--- config.mk ---
export PLATFORM = sky130hd
export DESIGN_NAME = irq_regbank
export DESIGN_NICKNAME = d
export VERILOG_FILES = /design/src/rtl/irq_regbank_pkg.sv /design/src/rtl/irq_mask_core.sv /design/src/rtl/irq_gp_store.sv /design/src/rtl/irq_regbank.sv
export SDC_FILE = /design/constraint.sdc
export NUM_CORES = 1
export LEC_CHECK = 0
export ABC_AREA = 1
export BUFFER_PORTS_ARGS = -buffer_cell sky130_fd_sc_hd__buf_2
export CORE_MARGIN = 2
export CORE_UTILIZATION = 35
export CTS_BUF_LIST = sky130_fd_sc_hd__clkbuf_16
export CTS_CLUSTER_SIZE = 8
export DETAILED_ROUTE_END_ITERATION = 10
export PLACE_DENSITY = 0.55
export SLEW_MARGIN = 10
export SYNTH_ARGS = -nofsm -noshare
export SYNTH_HDL_FRONTEND = slang
export SYNTH_HIERARCHICAL = 1
export SYNTH_SLANG_ARGS = --single-unit
--- constraint.sdc ---
create_clock -name clk -period 4.3 [get_ports clk]
set_input_delay 0.215 -clock clk [delete_from_list [all_inputs] [get_ports clk]]
set_output_delay 0.215 -clock clk [all_outputs]
set_load 0.01 [all_outputs]
--- src/rtl/irq_regbank_pkg.sv ---
package irq_regbank_pkg;

    typedef enum logic {
        LINE_LOW  = 1'b0,
        LINE_HIGH = 1'b1
    } line_state_t;

endpackage

--- src/rtl/irq_mask_core.sv ---
module irq_mask_core
    import irq_regbank_pkg::*;
#(
    parameter int DATA_W = 32
) (
    input  logic              clk,
    input  logic              rst_n,
    input  logic              wr_raw,
    input  logic              wr_clr,
    input  logic              wr_mask,
    input  logic              wr_stat,
    input  logic [DATA_W-1:0] wdata,
    input  logic              set_en,
    input  logic [DATA_W-1:0] set_bits,
    output logic [DATA_W-1:0] raw_q,
    output logic [DATA_W-1:0] mask_q,
    output logic              irq,
    output logic              irq_chg,
    output logic              irq_chg_level
);

    localparam logic [DATA_W-1:0] ZERO_W = '0;

    line_state_t       state_q, state_n;
    logic [DATA_W-1:0] raw_n, mask_n, set_term, or_term, clr_term;

    // Next pending and mask values; a clear overrides any set in the same cycle.
    always_comb begin
        set_term = set_en ? set_bits : ZERO_W;
        or_term  = wr_raw ? wdata : ZERO_W;
        clr_term = wr_clr ? wdata : ZERO_W;
        raw_n    = (raw_q | set_term | or_term) & ~clr_term;
        mask_n   = wr_mask ? wdata : mask_q;
    end

    always_ff @(posedge clk or negedge rst_n) begin
        if (!rst_n) begin
            raw_q  <= '0;
            mask_q <= '0;
        end else begin
            raw_q  <= raw_n;
            mask_q <= mask_n;
        end
    end

    // Line state machine: RISE and FALL are taken from the next overlap.
    always_comb begin
        state_n = state_q;
        unique case (state_q)
            LINE_LOW:  if ((raw_n & mask_n) != ZERO_W) state_n = LINE_HIGH;
            LINE_HIGH: if ((raw_n & mask_n) == ZERO_W) state_n = LINE_LOW;
            default:   state_n = LINE_LOW;
        endcase
    end

    always_ff @(posedge clk or negedge rst_n) begin
        if (!rst_n) state_q <= LINE_LOW;
        else        state_q <= state_n;
    end

    // Output process: change pulse and its level.
    always_ff @(posedge clk or negedge rst_n) begin
        if (!rst_n) begin
            irq_chg       <= 1'b0;
            irq_chg_level <= 1'b0;
        end else begin
            irq_chg       <= (state_n != state_q);
            irq_chg_level <= (state_n == LINE_HIGH);
        end
    end

    assign irq = (state_q == LINE_HIGH);

    // line agrees with the stored words
    a_r8_line_matches: assert property (@(posedge clk) disable iff (!rst_n)
        irq == ((raw_q & mask_q) != ZERO_W));

    // written bits end up set
    a_r2_or_in: assert property (@(posedge clk) disable iff (!rst_n)
        wr_raw && !wr_clr |=> (raw_q & $past(wdata)) == $past(wdata));

    // cleared bits end up zero, even against a side set
    a_r3_clear: assert property (@(posedge clk) disable iff (!rst_n)
        wr_clr |=> (raw_q & $past(wdata)) == ZERO_W);

    // status write with nothing else active leaves state alone
    a_r6_stat_ignored: assert property (@(posedge clk) disable iff (!rst_n)
        wr_stat && !set_en |=> $stable(raw_q) && $stable(mask_q));

    // pulse only on a toggle, and every toggle pulses
    a_r9_pulse_on_toggle: assert property (@(posedge clk) disable iff (!rst_n)
        irq_chg |-> (irq != $past(irq)) && (irq_chg_level == irq));
    a_r9_toggle_pulses: assert property (@(posedge clk) disable iff (!rst_n)
        (irq != $past(irq)) |-> irq_chg);

endmodule

--- src/rtl/irq_gp_store.sv ---
module irq_gp_store #(
    parameter int DATA_W    = 32,
    parameter int NUM_REGS  = 16,
    parameter int ADDR_W    = 8,
    parameter int RAW_ADDR  = 0,
    parameter int CLR_ADDR  = 1,
    parameter int MASK_ADDR = 2,
    parameter int STAT_ADDR = 3
) (
    input  logic              clk,
    input  logic              rst_n,
    input  logic              wr_en,
    input  logic [ADDR_W-1:0] addr,
    input  logic [DATA_W-1:0] wdata,
    output logic [DATA_W-1:0] rd_word
);

    logic [DATA_W-1:0] words [NUM_REGS];

    for (genvar i = 0; i < NUM_REGS; i++) begin : g_word
        if (i == RAW_ADDR || i == CLR_ADDR || i == MASK_ADDR || i == STAT_ADDR) begin : g_special
            // Special words have no storage here; the clear word reads zero.
            assign words[i] = '0;
        end else begin : g_plain
            always_ff @(posedge clk or negedge rst_n) begin
                if (!rst_n)                                  words[i] <= '0;
                else if (wr_en && addr == ADDR_W'(i))        words[i] <= wdata;
            end
        end
    end

    always_comb begin
        rd_word = '0;
        for (int i = 0; i < NUM_REGS; i++) begin
            if (addr == ADDR_W'(i)) rd_word = words[i];
        end
    end

endmodule

--- src/rtl/irq_regbank.sv ---
module irq_regbank #(
    parameter int DATA_W    = 32,
    parameter int NUM_REGS  = 16,
    parameter int ADDR_W    = 8,
    parameter int RAW_ADDR  = 0,
    parameter int CLR_ADDR  = 1,
    parameter int MASK_ADDR = 2,
    parameter int STAT_ADDR = 3
) (
    input  logic              clk,
    input  logic              rst_n,
    input  logic              wr_en,
    input  logic [ADDR_W-1:0] addr,
    input  logic [DATA_W-1:0] wdata,
    output logic [DATA_W-1:0] rdata,
    input  logic              set_en,
    input  logic [DATA_W-1:0] set_bits,
    output logic              irq,
    output logic              irq_chg,
    output logic              irq_chg_level
);

    localparam logic [ADDR_W-1:0] A_RAW  = ADDR_W'(RAW_ADDR);
    localparam logic [ADDR_W-1:0] A_CLR  = ADDR_W'(CLR_ADDR);
    localparam logic [ADDR_W-1:0] A_MASK = ADDR_W'(MASK_ADDR);
    localparam logic [ADDR_W-1:0] A_STAT = ADDR_W'(STAT_ADDR);
    localparam logic [ADDR_W-1:0] A_END  = ADDR_W'(NUM_REGS);

    initial begin
        a_cfg_addrs: assert (RAW_ADDR != CLR_ADDR && RAW_ADDR != MASK_ADDR &&
                             RAW_ADDR != STAT_ADDR && CLR_ADDR != MASK_ADDR &&
                             CLR_ADDR != STAT_ADDR && MASK_ADDR != STAT_ADDR &&
                             RAW_ADDR < NUM_REGS && CLR_ADDR < NUM_REGS &&
                             MASK_ADDR < NUM_REGS && STAT_ADDR < NUM_REGS);
    end

    logic              in_range;
    logic              hit_raw, hit_clr, hit_mask, hit_stat;
    logic [DATA_W-1:0] raw_q, mask_q, gp_word;

    assign in_range = (addr < A_END);
    assign hit_raw  = (addr == A_RAW);
    assign hit_clr  = (addr == A_CLR);
    assign hit_mask = (addr == A_MASK);
    assign hit_stat = (addr == A_STAT);

    irq_mask_core #(.DATA_W(DATA_W)) u_core (
        .clk           (clk),
        .rst_n         (rst_n),
        .wr_raw        (wr_en && hit_raw),
        .wr_clr        (wr_en && hit_clr),
        .wr_mask       (wr_en && hit_mask),
        .wr_stat       (wr_en && hit_stat),
        .wdata         (wdata),
        .set_en        (set_en),
        .set_bits      (set_bits),
        .raw_q         (raw_q),
        .mask_q        (mask_q),
        .irq           (irq),
        .irq_chg       (irq_chg),
        .irq_chg_level (irq_chg_level)
    );

    irq_gp_store #(
        .DATA_W(DATA_W), .NUM_REGS(NUM_REGS), .ADDR_W(ADDR_W),
        .RAW_ADDR(RAW_ADDR), .CLR_ADDR(CLR_ADDR),
        .MASK_ADDR(MASK_ADDR), .STAT_ADDR(STAT_ADDR)
    ) u_store (
        .clk     (clk),
        .rst_n   (rst_n),
        .wr_en   (wr_en && in_range),
        .addr    (addr),
        .wdata   (wdata),
        .rd_word (gp_word)
    );

    always_comb begin
        if (!in_range)     rdata = '0;
        else if (hit_raw)  rdata = raw_q;
        else if (hit_mask) rdata = mask_q;
        else if (hit_stat) rdata = raw_q & mask_q;
        else               rdata = gp_word;
    end

    // reads beyond the bank return zero
    a_r11_oob_zero: assert property (@(posedge clk) disable iff (!rst_n)
        !in_range |-> rdata == '0);

    // status read is the overlap of the two stored words
    a_r5_stat_read: assert property (@(posedge clk) disable iff (!rst_n)
        hit_stat |-> rdata == (raw_q & mask_q));

endmodule

---- After elaboration in Yosys (flattened, before gate mapping) ----
Cells that the tools add are included.
storage, ports and cells
  logic and storage cells ................. 82
  register bits ........................... 450
  bits of input ports ..................... 76
  output and inout bits ................... 35
operators by class
  reductions and logical operators ........ 19
  bitwise operators ....................... 7
  eq/ne operators ......................... 16
  multiplexer cells ....................... 23
  $lt $le $gt $ge ......................... 1
operators by type and width
  cell                count
  $mux 32             20
  $and 32x32->32      3
  $eq 8x4->1 const B  8
  $or 32x32->32       2
  $eq 8x3->1 const B  4
  $logic_not 32->1    1
  $not 32->32         1
  $reduce_bool 32->1  1
  $eq 8x2->1 const B  2
  $logic_and 1x1->1   16
  $eq 8x1->1 const B  1
  $logic_not 8->1     1
  $lt 8x5->1 const B  1
  $mux 1              2
  $pmux 1 s2          1
  $ne 1x1->1          1
  $not 1->1           1

---- Logic depth before layout (Yosys ltp) ----
Gate-level depths: netlist of the first run.
  depth in word-level cells ............... 17
  depth in mapped cells ................... 20

---- Hierarchy ----
Netlist of the first run, hierarchy kept.
modules (own cells, without submodules)
  module         instances  cells each  area an instance (sq um)
  irq_gp_store   1          2042        17091.4
  irq_mask_core  1          441         3348.2
  irq_regbank    1          307         1760.4

---- Worst setup path after synthesis of the first run ----
OpenSTA, ideal clock, no wires.
  path kind ............................... input port to flip-flop
  start ................................... input addr[4]
  end ..................................... register u_core.state_q (netlist: u_core/irq)
  arrival ................................. 2.347 ns
  stages on the path ...................... 20
  data required time ...................... 4.173 ns
  slack ................................... 1.826 ns
  cells stage by stage .................... inv_1 nand2_1 nor2_8 buf_8 buf_8 nand2_1 nor3_1 buf_6 inv_4 buf_6 nand2_2 nand2_2 nand3_1 nand2_1 nor2_1 nand2_1 nor2_1 nand2_1 ha_1 or2_2
RTL lines
  element                                                        RTL line                                  RTL
  start, declared                                                irq_regbank.sv:13                         input logic [ADDR_W-1:0] addr,
  $eq 8x2->1 (*)                                                 n/a
  $logic_and 1x1->1 (*)                                          irq_regbank.sv:52                         .wr_mask (wr_en && hit_mask),
  $mux 32 (*)                                                    irq_mask_core.sv:33                       mask_n = wr_mask ? wdata : mask_q;
  net u_core.mask_n[12]                                          irq_mask_core.sv:25                       logic [DATA_W-1:0] raw_n, mask_n, set_term, or_term, clr_term;
  $and 32x32->32 (*)                                             irq_mask_core.sv:50, irq_mask_core.sv:51
  $logic_not 32->1 / $reduce_bool 32->1 (equally long branches)  irq_mask_core.sv:51, irq_mask_core.sv:50
  $mux 1, on equally long branches                               irq_mask_core.sv:51, irq_mask_core.sv:50
  $pmux 1 s2 (*)                                                 irq_mask_core.sv:49                       unique case (state_q)
  net u_core.state_n                                             irq_mask_core.sv:24                       line_state_t state_q, state_n;
  end signal, assigned                                           irq_mask_core.sv:58                       else state_q <= state_n;
  end, declared                                                  irq_mask_core.sv:24
Mark *: on every way through the listed nets, which the timed path passes. The rest lies on a longest branch.
A chain may end at the register's enable or synchronous reset.

---- Worst setup path after layout of the first run ----
  start ................................... input addr[7]
  end ..................................... output rdata[11]
on the way
  cells in the longest elaborated chain, start to end .. 17
RTL lines
  element                 RTL line            RTL
  $eq 8x3->1              irq_gp_store.sv:35  if (addr == ADDR_W'(i)) rd_word = words[i];
  $mux 32 (11 in series)  irq_gp_store.sv:35
  $mux 32 (*)             irq_gp_store.sv:35
  net gp_word[11]         irq_regbank.sv:39   logic [DATA_W-1:0] raw_q, mask_q, gp_word;
  $mux 32 (*)             irq_regbank.sv:81   else if (hit_stat) rdata = raw_q & mask_q;
  $mux 32 (*)             irq_regbank.sv:80   else if (hit_mask) rdata = mask_q;
  $mux 32 (*)             irq_regbank.sv:79   else if (hit_raw) rdata = raw_q;
  $mux 32 (*)             irq_regbank.sv:78   if (!in_range) rdata = '0;
  end, declared           irq_regbank.sv:15   output logic [DATA_W-1:0] rdata,
Marks and branches as above.

==> qor.yml, run 1 <==
clk_path_buf_depth: 3
nets: 2952
area_growth_pct: 15.4
first_pass_iters: 6
num-fill-cells: 6502
setup_viol: 0
cts_tree: "done"
grt.total_usage_pct: 20.4
tightest_slew_ns: 0.983
rsz0062_at_grt: "no"
io_pins: 111
grt_overflow: 0
max-cap-violations: 0
avgSynthCellArea_sq_um: 7.96
cts_htree_levels: 3
path_clk_slew_ns: 0.05
r2r-end: "u_core/irq"
setup.worst_path.end_class: "primary output"
drc_errors: 0
cpMaxStageDelayCell: "nor2_1"
drive_gt1_share_pct: 13.1
grt_pass1_vias: 18146
dp_hpwl_um: 43300
clk-insertion-delay-late_ns: 0.58
grt_max_degree: 148
cp_slowest_stage_delay_ns: 0.44
whs_endpoint: "u_core/raw_q[10]"
antenna_found_initial: 0
synth_fp_nets: 2867
power_leakage_nw: 11.6
netlist_area_sq_um: 22200
worst-r2r-setup-slack_ns: 2.43
cp_max_fo: 56
arrival_ns: 3.08
fmax_mhz: 303
dr.first_iter.drc_count: 1765
min_path_cells: 5
pre_cts_slack_ns: 1.07
post-route-period-util_pct: 76.7
path_class: "in2out"
num_rows: 92
critPathLaunchType: "input port"
die_x_um: 256
wl_per_cell_um: 17.9
cts.sinks: 450
cp_cell_sequence: "buf_2 -> nor2_1 -> nand2_4 -> inv_4 -> nand2_2 -> buf_4 -> or2_2 -> nand2_1 -> nand4_1 -> nand3_2 -> nand2_1 -> nor2_1 -> nor2_1 -> buf_2"
yosysWarnings: 6
p_total_mw: 9.49
status: "completed"
cp_common_cell: "nor2_1"
via_count: 19098
slew_headroom_pct: 34.3
root_buffer: "clkbuf_16"
drtAntennaViolNets: 0
ir_drop_v: 0.000331
hold_viol_final: 0
power.density_nw_per_um2: 370
dieArea_sq_um: 65400
synthCells: 2789
cts_buffers: 66
cp_data_required_time_ns: 4.09
drt-total-wl_um: 66900
finalWorstSetupSlack_ns: 1.00
initial_core_util_pct: 35.3
min_period_ns: 3.30
coreArea_sq_um: 62900
viasPerCell: 5.12
n_antenna_cell: 0
portBuffers: 110
drv_slew: 0
reg2reg_from: "u_core/raw_q[1]"
hp-start: "set_bits[10]"
gp_congestion: 0.837
fin_setup_tns_ns: 0
skew_ns: 0.0132
grt_pass1_wl_um: 106000
die_h_um: 256
timing.hold.worst.class: "in2reg"
reg2reg_depth: 9
[critical path: cells and delay by family]
family                 cells  cell delay (ns)
buffers and inverters      4             0.93
AND/OR/NAND/NOR           10             1.92
[worst max path at each step]
| stage | startpoint | end | cells after the start |
|---|---|---|---|
| after floorplan | addr[4] | u_core/irq | 20 |
| after global placement | addr[7] | rdata[3] | 18 |
| after detailed placement | addr[7] | rdata[3] | 18 |
| after CTS | addr[7] | rdata[3] | 18 |
| after global routing | addr[7] | rdata[3] | 18 |
| final | addr[7] | rdata[11] | 14 |
[layer usage]
metal	GRT usage (%)	wire length (um)	vias up
li1	-	-	9134
met1	28.3	30600	9288
met2	32.9	31200	585
met3	2.72	3550	91
met4	6.89	1520	0
met5	0	0	-
[cell usage in the layout, fill, tap and decap left out, drive strengths merged, types with 34 or more instances in the layout]
| cell type | instances |
|---|---|
| nand2 | 946 |
| dfrtp | 450 |
| o21ai | 416 |
| nand3 | 235 |
| inv | 183 |
| nor2 | 162 |
| buf | 149 |
| nand4 | 84 |
| clkbuf | 71 |
| dlygate4sd3 | 64 |
| a21oi | 34 |
[layout make-up]
| cell class | count | area (sq um) | area share [%] |
|---|---|---|---|
| Inverter | 189 | 714 | 2.79 |
| Sequential cell | 450 | 11300 | 43.9 |
| Clock buffer | 71 | 1780 | 6.93 |
| Timing Repair Buffer | 213 | 1590 | 6.22 |
| Multi-Input combinational cell | 1954 | 9200 | 35.9 |
| Clock inverter | 4 | 21.3 | 0.0830 |
| Tap cell | 846 | 1060 | 4.13 |
[power by group]
part,internal (mW),leakage [nW],switching [mW]
registers,4.29,6.11,0.0278
logic,0.140,4.57,0.349
clock network,2.88,0.890,1.81
[state kept, by name, summed over array words and instances (netlist names)]
signal / flops
u_core/raw_q: 32
u_core/irq: 1
u_core/irq_chg: 1
u_core/mask_q: 32
u_store/words: 384
[metrics by stage]
stage	utilization, %	instances	hold WS, ns	instance area, sq um
CTS	40.8	3727	0.00931	25600
detailed placement	36.9	3588	0.332	23200
global route	40.8	3727	0.0318	25600
finish	40.8	3727	0.0368	25600
floorplan	-	2789	-0.0806	22200
global placement	36.9	3588	0.330	23200
[what timing repair did]
action / 4_1_cts / 5_1_grt
endpoints found under the hold margin: 165 / 0
hold buffers: 64 / 0
resized for setup: 0 / 0
buffers inserted: 0 / 0
(Power assumes the default switching activity.)
==> run 2: changes to the inputs <==
Clock period 4.3 ns to 3.2 ns, I/O delays scaled along.
==> run 2 against run 1 <==
  * Wire length fell by 2.2%
  * Largest cell class unchanged
  * Sequential share of layout area down 0.57 points
  * Highest routed layer unchanged
  * Critical path depth is 3 higher
  * Clock-buffer cell count down 2
  * Combinational power grew 39%
  * Worst hold slack gained 0.10 ns
  * First-iteration DRC count shrank 4.9%
  * Via count fell by 0.60%
  * Flip-flop and latch count did not move
==> qor.yml, run 2 (synthesized netlist as in run 1, its figures left out) <==
power_leakage_nw: 11.7  # +1.6%
root_buffer: "clkbuf_16"
fin_area_sq_um: 26000  # +1.3%
clk_path_buf_depth: 3  # unchanged
hold_viol_final: 0  # unchanged
drc_errors: 0  # unchanged
dpl.cell_count: 3612  # +0.67%
dr.first_iter.drc_count: 1678  # -4.9%
path_class: "in2out"
reg2reg_depth: 5  # -4
ir_drop_v: 0.000378  # +14%
num_rows: 92  # unchanged
min_period_ns: 2.81
p_total_mw: 12.7  # +34%
area_growth_pct: 17.0
fin_util_pct: 41.3  # +0.53 points
initial_core_util_pct: 35.3  # unchanged
setup_viol: 0  # unchanged
wl_per_cell_um: 17.4  # -2.9%
grt.total_usage_pct: 20.2  # -0.21 points
coreArea_sq_um: 62900  # unchanged
path_buf_inv: 5  # +1
power.density_nw_per_um2: 490  # +32%
post-route-period-util_pct: 87.7
die_x_um: 256  # unchanged
drv_slew: 0  # unchanged
skew_ns: 0.0147  # +0.00152 ns
drt-total-wl_um: 65400  # -2.2%
critPathLaunchType: "input port"
cp_slowest_stage_delay_ns: 0.32  # -0.12 ns
grt_util_met1_pct: 28.6  # +0.31 points
dieArea_sq_um: 65400  # unchanged
cp_data_required_time_ns: 3.04  # -1.05 ns
clk-insertion-delay-late_ns: 0.59  # about the same
max-cap-violations: 0  # unchanged
use_met2_pct: 32.2  # -0.68 points
grt_overflow: 0  # unchanged
grt_pass1_vias: 18186  # +0.22%
whs_ns: 0.140  # +0.103 ns
cts_tree: "done"
viasPerCell: 5.06  # -1.3%
fin_setup_tns_ns: 0  # unchanged
startpoint: "addr[7]"
cpMaxStageDelayCell: "nand2_2"
gr-usage-met3_pct: 2.50  # -0.23 points
gp_congestion: 0.820  # -2.1%
dp_hpwl_um: 43500  # +0.46%
timing.hold.worst.class: "in2async"
path_clk_slew_ns: 0.05  # about the same
drive_gt1_share_pct: 13.8  # +0.67 points
regArea_sq_um: 11300  # unchanged
place_area_sq_um: 23500  # +1.4%
grt_max_degree: 103  # -30%
grt_pass1_wl_um: 105000  # -0.42%
cts_htree_levels: 3  # unchanged
drtAntennaViolNets: 0  # unchanged
r2r-end: "u_core/raw_q[30]"
multiInputGateArea_sq_um: 9200  # unchanged
mostFrequentLayoutCells: "nand2_1 (902), dfrtp_1 (450), o21ai_0 (317), nand3_1 (184), inv_1 (172)"
pre_cts_slack_ns: 0.373  # -0.693 ns
cp_common_cell: "nor2_1"
portBuffers: 110  # unchanged
finalWorstSetupSlack_ns: 0.392  # -0.608 ns
nets: 2979  # +0.91%
antenna_found_initial: 0  # unchanged
worst-r2r-setup-slack_ns: 1.28  # -1.15 ns
arrival_ns: 2.65  # -0.43 ns
busiest_layer: "met2"
slew_headroom_pct: 46.5  # +12 points
regMostFlops: "u_store/words"
cp_cell_sequence: "buf_2 -> nor2_1 -> buf_4 -> nand2_4 -> inv_4 -> nand2_2 -> buf_12 -> nor2_1 -> nor3_1 -> nand4_1 -> nand2_1 -> nand4_1 -> nand3_2 -> nand2_1 -> nor2_1 -> nor2_1 -> buf_2"
setup.worst_path.end_class: "primary output"
cpLargestDelayFamily: "simple AND/OR/NAND/NOR gates"
cts_resized: 0  # unchanged
largestRegisters: "u_store/words: 384 flops, u_core/mask_q: 32 flops, u_core/raw_q: 32 flops"
cts_buffers: 66  # unchanged
largest_reg_flops: 384  # unchanged
fmax_mhz: 356
cp_max_fo: 11  # -80%
via_count: 18984  # -0.60%
cts.sinks: 450  # unchanged
status: "completed"
num-fill-cells: 6346  # -2.4%
io_pins: 111  # unchanged
die_h_um: 256  # unchanged
rsz0062_at_grt: "no"
layout.cells.non_filler: 3754  # +0.72%
reg2reg_from: "u_core/raw_q[30]"
final_common_cell: "nand2_1"
tightest_slew_ns: 0.802  # -0.181 ns
first_pass_iters: 5  # -1
==> run 2: cell types whose count changed in the layout (fill, tap and decap cells not counted), sizes merged <==
cell	before	now
buf	149	173
bufinv	0	1
clkbuf	71	69
clkinv	10	8
diode	0	1
dlygate4sd3	64	67
inv	183	185
==> run 2: worst max-delay path by stage <==
stage          depth (start not counted)  slack (ns)          to
2_1_floorplan                         20        0.80  u_core/irq
3_3_place_gp                          17        0.42  u_core/irq
3_5_place_dp                          17        0.37  u_core/irq
4_1_cts                               17        0.41   rdata[29]
5_1_grt                               17        0.24   rdata[29]
6_report                              17        0.39   rdata[29]
==> run 2: report_power, final <==
part           total (mW)  switching [mW]  internal, mW
Combinational       0.679           0.477         0.202
Clock                6.24            2.39          3.85
Sequential           5.79          0.0330          5.76
Total                12.7            2.90          9.81
==> run 2: per-layer routing <==
layer  part of all wire, %  wire (um)
met5                     0          0
met2                    46      30100
met3                   5.3       3500
met1                    47      30400
met4                   2.1       1380
==> run 2: worst register-to-register path, stage by stage (launching register included) <==
cell	delay, ns
dfrtp_1	0.41
nand3b_1	0.18
dlygate4sd3_1	0.57
nand2_1	0.06
dlygate4sd3_1	0.55
inv_1	0.04
==> run 2: timing repair <==
item,4_1_cts,5_1_grt
hold buffers,67,0
endpoints found under the hold margin,167,0
setup buffers,0,0
==> run 2: area by class of cell <==
| type | count | share of cell area [%] |
|---|---|---|
| Antenna cell | 1 | 0.00964 |
| Clock buffer | 69 | 6.65 |
| Clock inverter | 5 | 0.212 |
| Inverter | 189 | 2.75 |
| Multi-Input combinational cell | 1954 | 35.4 |
| Sequential cell | 450 | 43.4 |
| Tap cell | 846 | 4.08 |
| Timing Repair Buffer | 240 | 7.48 |
